==> config.mk <==
export PLATFORM = sky130hd
export DESIGN_NAME = stereo_gain_commit
export DESIGN_NICKNAME = d
export VERILOG_FILES = /design/src/rtl/stereo_gain_pkg.sv /design/src/rtl/zc_sense.sv /design/src/rtl/gain_slot.sv /design/src/rtl/commit_timer.sv /design/src/rtl/stereo_gain_commit.sv
export SDC_FILE = /design/constraint.sdc
export NUM_CORES = 1
export LEC_CHECK = 0
export ABC_AREA = 0
export BUFFER_PORTS_ARGS = -buffer_cell sky130_fd_sc_hd__buf_2
export CAP_MARGIN = 15
export CORE_AREA = 2 2 76 78
export DETAILED_ROUTE_END_ITERATION = 7
export DIE_AREA = 0 0 78 80
export PLACE_DENSITY_LB_ADDON = 0.12
export SLEW_MARGIN = 20
export SYNTH_ARGS = -nofsm -noshare
export SYNTH_HDL_FRONTEND = slang
export SYNTH_SLANG_ARGS = --single-unit
==> constraint.sdc <==
create_clock -name clk -period 1.6 [get_ports clk]
set_input_delay 0.16 -clock clk [delete_from_list [all_inputs] [get_ports clk]]
set_output_delay 0.16 -clock clk [all_outputs]
set_load 0.005 [all_outputs]
==> src/rtl/stereo_gain_pkg.sv <==
package stereo_gain_pkg;
  localparam int NUM_CH = 2;

  typedef enum int {
    CH_LEFT  = 0,
    CH_RIGHT = 1
  } chan_e;
endpackage

==> src/rtl/zc_sense.sv <==
module zc_sense #(
  parameter int SAMP_W = 16
) (
  input  logic              clk,
  input  logic              rst,
  input  logic              smp_vld,
  input  logic [SAMP_W-1:0] samp,
  output logic              hit
);
  localparam int MSB = SAMP_W - 1;

  logic prev_neg;
  logic have_prev;

  // A crossing is an exact zero, or a sign change against the last valid sample
  always_comb begin
    hit = 1'b0;
    if (smp_vld) begin
      if (samp == '0)
        hit = 1'b1;
      else if (have_prev && (samp[MSB] != prev_neg))
        hit = 1'b1;
    end
  end

  always_ff @(posedge clk) begin
    if (rst) begin
      prev_neg  <= 1'b0;
      have_prev <= 1'b0;
    end else if (smp_vld) begin
      prev_neg  <= samp[MSB];
      have_prev <= 1'b1;
    end
  end
endmodule

==> src/rtl/gain_slot.sv <==
module gain_slot #(
  parameter int              CFG_W   = 7,
  parameter logic [CFG_W-1:0] RST_CFG = '0
) (
  input  logic             clk,
  input  logic             rst,
  input  logic             wr_en,
  input  logic [CFG_W-1:0] wr_cfg,
  input  logic             req,
  input  logic             zc_en,
  input  logic             zc_hit,
  input  logic             to_fire,
  output logic [CFG_W-1:0] act_cfg,
  output logic             pending
);
  logic [CFG_W-1:0] shadow_q;
  logic [CFG_W-1:0] shadow_nx;
  logic [CFG_W-1:0] pend_q;

  // A same-cycle write is visible to a request in that cycle
  assign shadow_nx = wr_en ? wr_cfg : shadow_q;

  always_ff @(posedge clk) begin
    if (rst) begin
      shadow_q <= RST_CFG;
      pend_q   <= RST_CFG;
      act_cfg  <= RST_CFG;
      pending  <= 1'b0;
    end else begin
      shadow_q <= shadow_nx;
      if (req) begin
        if (zc_en) begin
          pend_q  <= shadow_nx;
          pending <= 1'b1;
        end else begin
          act_cfg <= shadow_nx;
          pending <= 1'b0;
        end
      end else if (pending && (!zc_en || zc_hit || to_fire)) begin
        act_cfg <= pend_q;
        pending <= 1'b0;
      end
    end
  end
endmodule

==> src/rtl/commit_timer.sv <==
module commit_timer #(
  parameter int TO_LIMIT = 1024
) (
  input  logic clk,
  input  logic rst,
  input  logic req,
  input  logic any_pend,
  input  logic to_en,
  input  logic to_tick,
  output logic fire
);
  localparam int CNT_W = $clog2(TO_LIMIT + 1);
  localparam logic [CNT_W-1:0] LAST = CNT_W'(TO_LIMIT - 1);

  logic [CNT_W-1:0] cnt_q;
  logic             step;

  assign step = any_pend && to_en && to_tick && !req;
  assign fire = step && (cnt_q == LAST);

  always_ff @(posedge clk) begin
    if (rst || req || !any_pend)
      cnt_q <= '0;
    else if (step)
      cnt_q <= fire ? '0 : cnt_q + 1'b1;
  end
endmodule

==> src/rtl/stereo_gain_commit.sv <==
module stereo_gain_commit
  import stereo_gain_pkg::*;
#(
  parameter int GAIN_W   = 6,
  parameter int SAMP_W   = 16,
  parameter int TO_LIMIT = 1024,
  parameter int RST_GAIN = 0
) (
  input  logic              clk,
  input  logic              rst,
  input  logic              wr_l,
  input  logic              wr_r,
  input  logic [GAIN_W-1:0] wr_gain,
  input  logic              wr_mute,
  input  logic              commit_wr,
  input  logic              zc_en,
  input  logic              to_en,
  input  logic              to_tick,
  input  logic              smp_vld,
  input  logic [SAMP_W-1:0] samp_l,
  input  logic [SAMP_W-1:0] samp_r,
  output logic [GAIN_W-1:0] act_gain_l,
  output logic              act_mute_l,
  output logic [GAIN_W-1:0] act_gain_r,
  output logic              act_mute_r
);
  localparam int CFG_W = GAIN_W + 1;
  localparam logic [CFG_W-1:0] RST_CFG = {1'b1, GAIN_W'(RST_GAIN)};

  logic [NUM_CH-1:0] wr_v;
  logic [NUM_CH-1:0] hit_v;
  logic [NUM_CH-1:0] pend_v;
  logic [SAMP_W-1:0] samp_v [NUM_CH];
  logic [CFG_W-1:0]  act_v  [NUM_CH];
  logic [CFG_W-1:0]  wr_cfg;
  logic              to_fire;

  assign wr_cfg            = {wr_mute, wr_gain};
  assign wr_v[CH_LEFT]     = wr_l;
  assign wr_v[CH_RIGHT]    = wr_r;
  assign samp_v[CH_LEFT]   = samp_l;
  assign samp_v[CH_RIGHT]  = samp_r;

  for (genvar ch = 0; ch < NUM_CH; ch++) begin : g_ch
    zc_sense #(
      .SAMP_W (SAMP_W)
    ) u_zc (
      .clk     (clk),
      .rst     (rst),
      .smp_vld (smp_vld),
      .samp    (samp_v[ch]),
      .hit     (hit_v[ch])
    );

    gain_slot #(
      .CFG_W   (CFG_W),
      .RST_CFG (RST_CFG)
    ) u_slot (
      .clk     (clk),
      .rst     (rst),
      .wr_en   (wr_v[ch]),
      .wr_cfg  (wr_cfg),
      .req     (commit_wr),
      .zc_en   (zc_en),
      .zc_hit  (hit_v[ch]),
      .to_fire (to_fire),
      .act_cfg (act_v[ch]),
      .pending (pend_v[ch])
    );
  end

  commit_timer #(
    .TO_LIMIT (TO_LIMIT)
  ) u_timer (
    .clk      (clk),
    .rst      (rst),
    .req      (commit_wr),
    .any_pend (|pend_v),
    .to_en    (to_en),
    .to_tick  (to_tick),
    .fire     (to_fire)
  );

  assign {act_mute_l, act_gain_l} = act_v[CH_LEFT];
  assign {act_mute_r, act_gain_r} = act_v[CH_RIGHT];
endmodule

==> impl_metrics.csv <==
group,metric,value,unit
synth,yosysTopAreaCell,"dfxtp_1",
synth,ys_top_cells_by_area,"dfxtp_1 (47%), nor2_1 (8.3%), mux2i_1 (6.9%)",
route,antenna_left,0,
sta,tns,-0.1507,ns
clocking,clk_latency,0.33,ns
floorplanning,core,5405,um2
final_layout,stdcell_area,3311,um2
synth,synth_cell_types,34,
sta,finalWorstSetupSlack,-0.02948,ns
floorplanning,initial_core_util,0.4583,
power_and_ir_drop,ir_drop,0.6363,mV
setup_path,ff2ff_path_depth,6,
synth,syn_nets,328,
setup_path,cp-end-kind,"flop",
grt,grt_pass1_wl,9.666,mm
route,wl_per_cell,13.58,um
min_path,hold_path_depth,3,
route,drt_iter0_markers,154,
grt,antenna_found_initial,0,
setup_path,worstSetupStartpointType,"flop",
final_layout,final_common_cell,"buf_2",
setup_path,arrival,1.89,ns
run,maxCapViolCount,0,
final_layout,final_cell_mix,"buf_2 (61), nor2_1 (55), dfxtp_1 (53)",
grt,groute.usage.overall,0.1956,
synth,synth-edff-count,0,
sta,worst_pin_slew,0.3909,ns
sta,period_needed,1.629,ns
clocking,numCtsBuffers,9,
synth,ys_seq_elements,58,
clocking,path_clk_slew,0.07,ns
sta,max_slew_margin,0.7370,
synth,syn_avg_cell_area,8.879,um2
placement,dpl.hpwl,4.100,mm
status,violations,"setup timing",
final_layout,area_growth,33.64,%
synth,synth_top_area_share,0.4687,
final_layout,final_nets,412,
clocking,cts.sinks,58,
final_layout,fin_util,0.6125,
grt,grt_pass1_vias,2152,
final_layout,drive_gt1_frac,0.3261,
synth,synth_ff_type,"dfxtp_1",
status,outcome,"finished, violations left",
route,vias_per_cell,5.241,
sta,drv_slew,0,
final_layout,final-seq-area,1167,um2
clocking,clockRootBuffer,"clkbuf_8",
final_layout,multi_input_comb_area,1321,um2
power_and_ir_drop,powerDensity,1005,nW/um2
final_layout,fillCellCount,502,
min_path,hold_path_class,"in -> reg",
route,drtPass1Iterations,4,
floorplanning,ios,62,
sta,max_freq,0.6137,GHz
synth,synth.yosys.warnings,0,
grt,grt_max_degree,26,
sta,rsz0062_at_grt,"yes",
sta,period_share,1.018,
sta,finalHoldViolCount,0,
clocking,cts_tree,"done",
sta,setup_viol_count_final,8,
grt,grt_overflow,0,
route,wl,5.974,mm
clocking,htreeDepth,3,
route,drc,0,
power_and_ir_drop,power_leakage,1.401,nW
final_layout,diodes,0,
setup_path,crit_type,"reg -> reg",
synth,syn_area,2477,um2
floorplanning,rows,27,
setup_path,crit_path_max_fanout,6,
sta,skew,0.009471,ns
placement,gp_congestion,0.7782,
placement,io_buffers,61,
power_and_ir_drop,total_power,3.327,mW
clocking,clockBufferDepth,2,
synth,async_flop_share,0,
setup_path,required,1.86,ns
floorplanning,die-width,78,um
floorplanning,fp.dieH,80,um
route,vias,2306,
synth,synth_seq_area_share,0.4687,
placement,dpl_cell_area,2990,um2
synth,syn_inst,279,
floorplanning,die_area,6240,um2
cell type report:
cell class,instances,share of cell area
Clock buffer,12,0.04686
Clock inverter,4,0.01512
Inverter,1,0.001134
Multi-Input combinational cell,204,0.3991
Sequential cell,58,0.3526
Tap cell,72,0.02721
Timing Repair Buffer,89,0.1580
cells in the mapped netlist, types with 7 or more instances:
master    count
nor4_1       10
nand4b_1      7
mux2i_1      17
a21oi_1      17
a211oi_1     12
clkbuf_1     12
nand2_1      14
nand3_1       8
o21ai_0       7
nor2_1       55
dfxtp_1      58
metal layers:
layer	up-vias	GRT usage	share of wire
li1	1174	-	-
met1	1062	0.2606	0.48
met2	61	0.3043	0.45
met3	9	0.03846	0.054
met4	0	0.09474	0.014
met5	-	0	0
path summary, 6_finish.rpt:
| kind | slack [ns] | from | end |
|---|---|---|---|
| hold / removal | 0.11 | smp_vld | g_ch[1].u_zc.have_prev |
| setup reg to reg | -0.03 | u_timer.cnt_q[4] | g_ch[1].u_slot.act_cfg[5] |
| setup / recovery | -0.03 | u_timer.cnt_q[4] | g_ch[1].u_slot.act_cfg[5] |
| hold reg to reg | 0.46 | g_ch[1].u_slot.pend_q[6] | g_ch[1].u_slot.pend_q[6] |
metrics by stage:
| stage | hold WS [ns] | setup slack, ns | instances |
|---|---|---|---|
| after floorplan | 0.2807 | -0.01936 | 279 |
| after global placement | 0.4335 | -0.1123 | 419 |
| after detailed placement | 0.4429 | -0.1457 | 419 |
| after CTS | 0.1080 | -0.05999 | 438 |
| after global routing | 0.1444 | -0.1248 | 440 |
| final | 0.1115 | -0.02948 | 440 |
cells by family (layout without fill, tap and decap cells):
group | count (synthesis) | count (layout) | synth area share
buffers and inverters | 17 | 106 | 0.02677
and+or+nand+nor | 116 | 116 | 0.2298
DFF | 58 | 58 | 0.4687
xor gates and xnor gates | 11 | 11 | 0.03889
muxes | 17 | 17 | 0.06869
adders and majority gates | 1 | 1 | 0.005050
AOI/OAI and AO/OA | 59 | 59 | 0.1621
sequential cells by signal, indices dropped and copies added (netlist names):
name and count:
g_ch.u_slot.pend_q 14, g_ch.u_slot.pending 2, g_ch.u_slot.act_cfg 14, g_ch.u_zc.have_prev 1, g_ch.u_zc.prev_neg 2, g_ch.u_slot.shadow_q 14
u_timer.cnt_q 11
what timing repair did:
action	in CTS	in global routing
setup endpoints to repair	16	19
buffers inserted	3	2
hold buffers	0	0
pin swaps	25	10
resized for setup	9	9
endpoints found under the hold margin	0	0
worst max-delay path, stage by stage (launching register included):
cell and delay, ns:
dfxtp_1 0.33, nand4_1 0.23, nor4_4 0.43, or2_4 0.22
buf_6 0.12, o211ai_1 0.08, a21oi_1 0.15
report_power, final:
group	leakage, nW	internal, mW	total (mW)	switching (mW)
combinational	0.824	0.178	0.401	0.223
clock	0.0986	0.802	1.37	0.573
sequential	0.478	1.52	1.55	0.0326
Note: power is estimated with default switching activity, not from simulation.
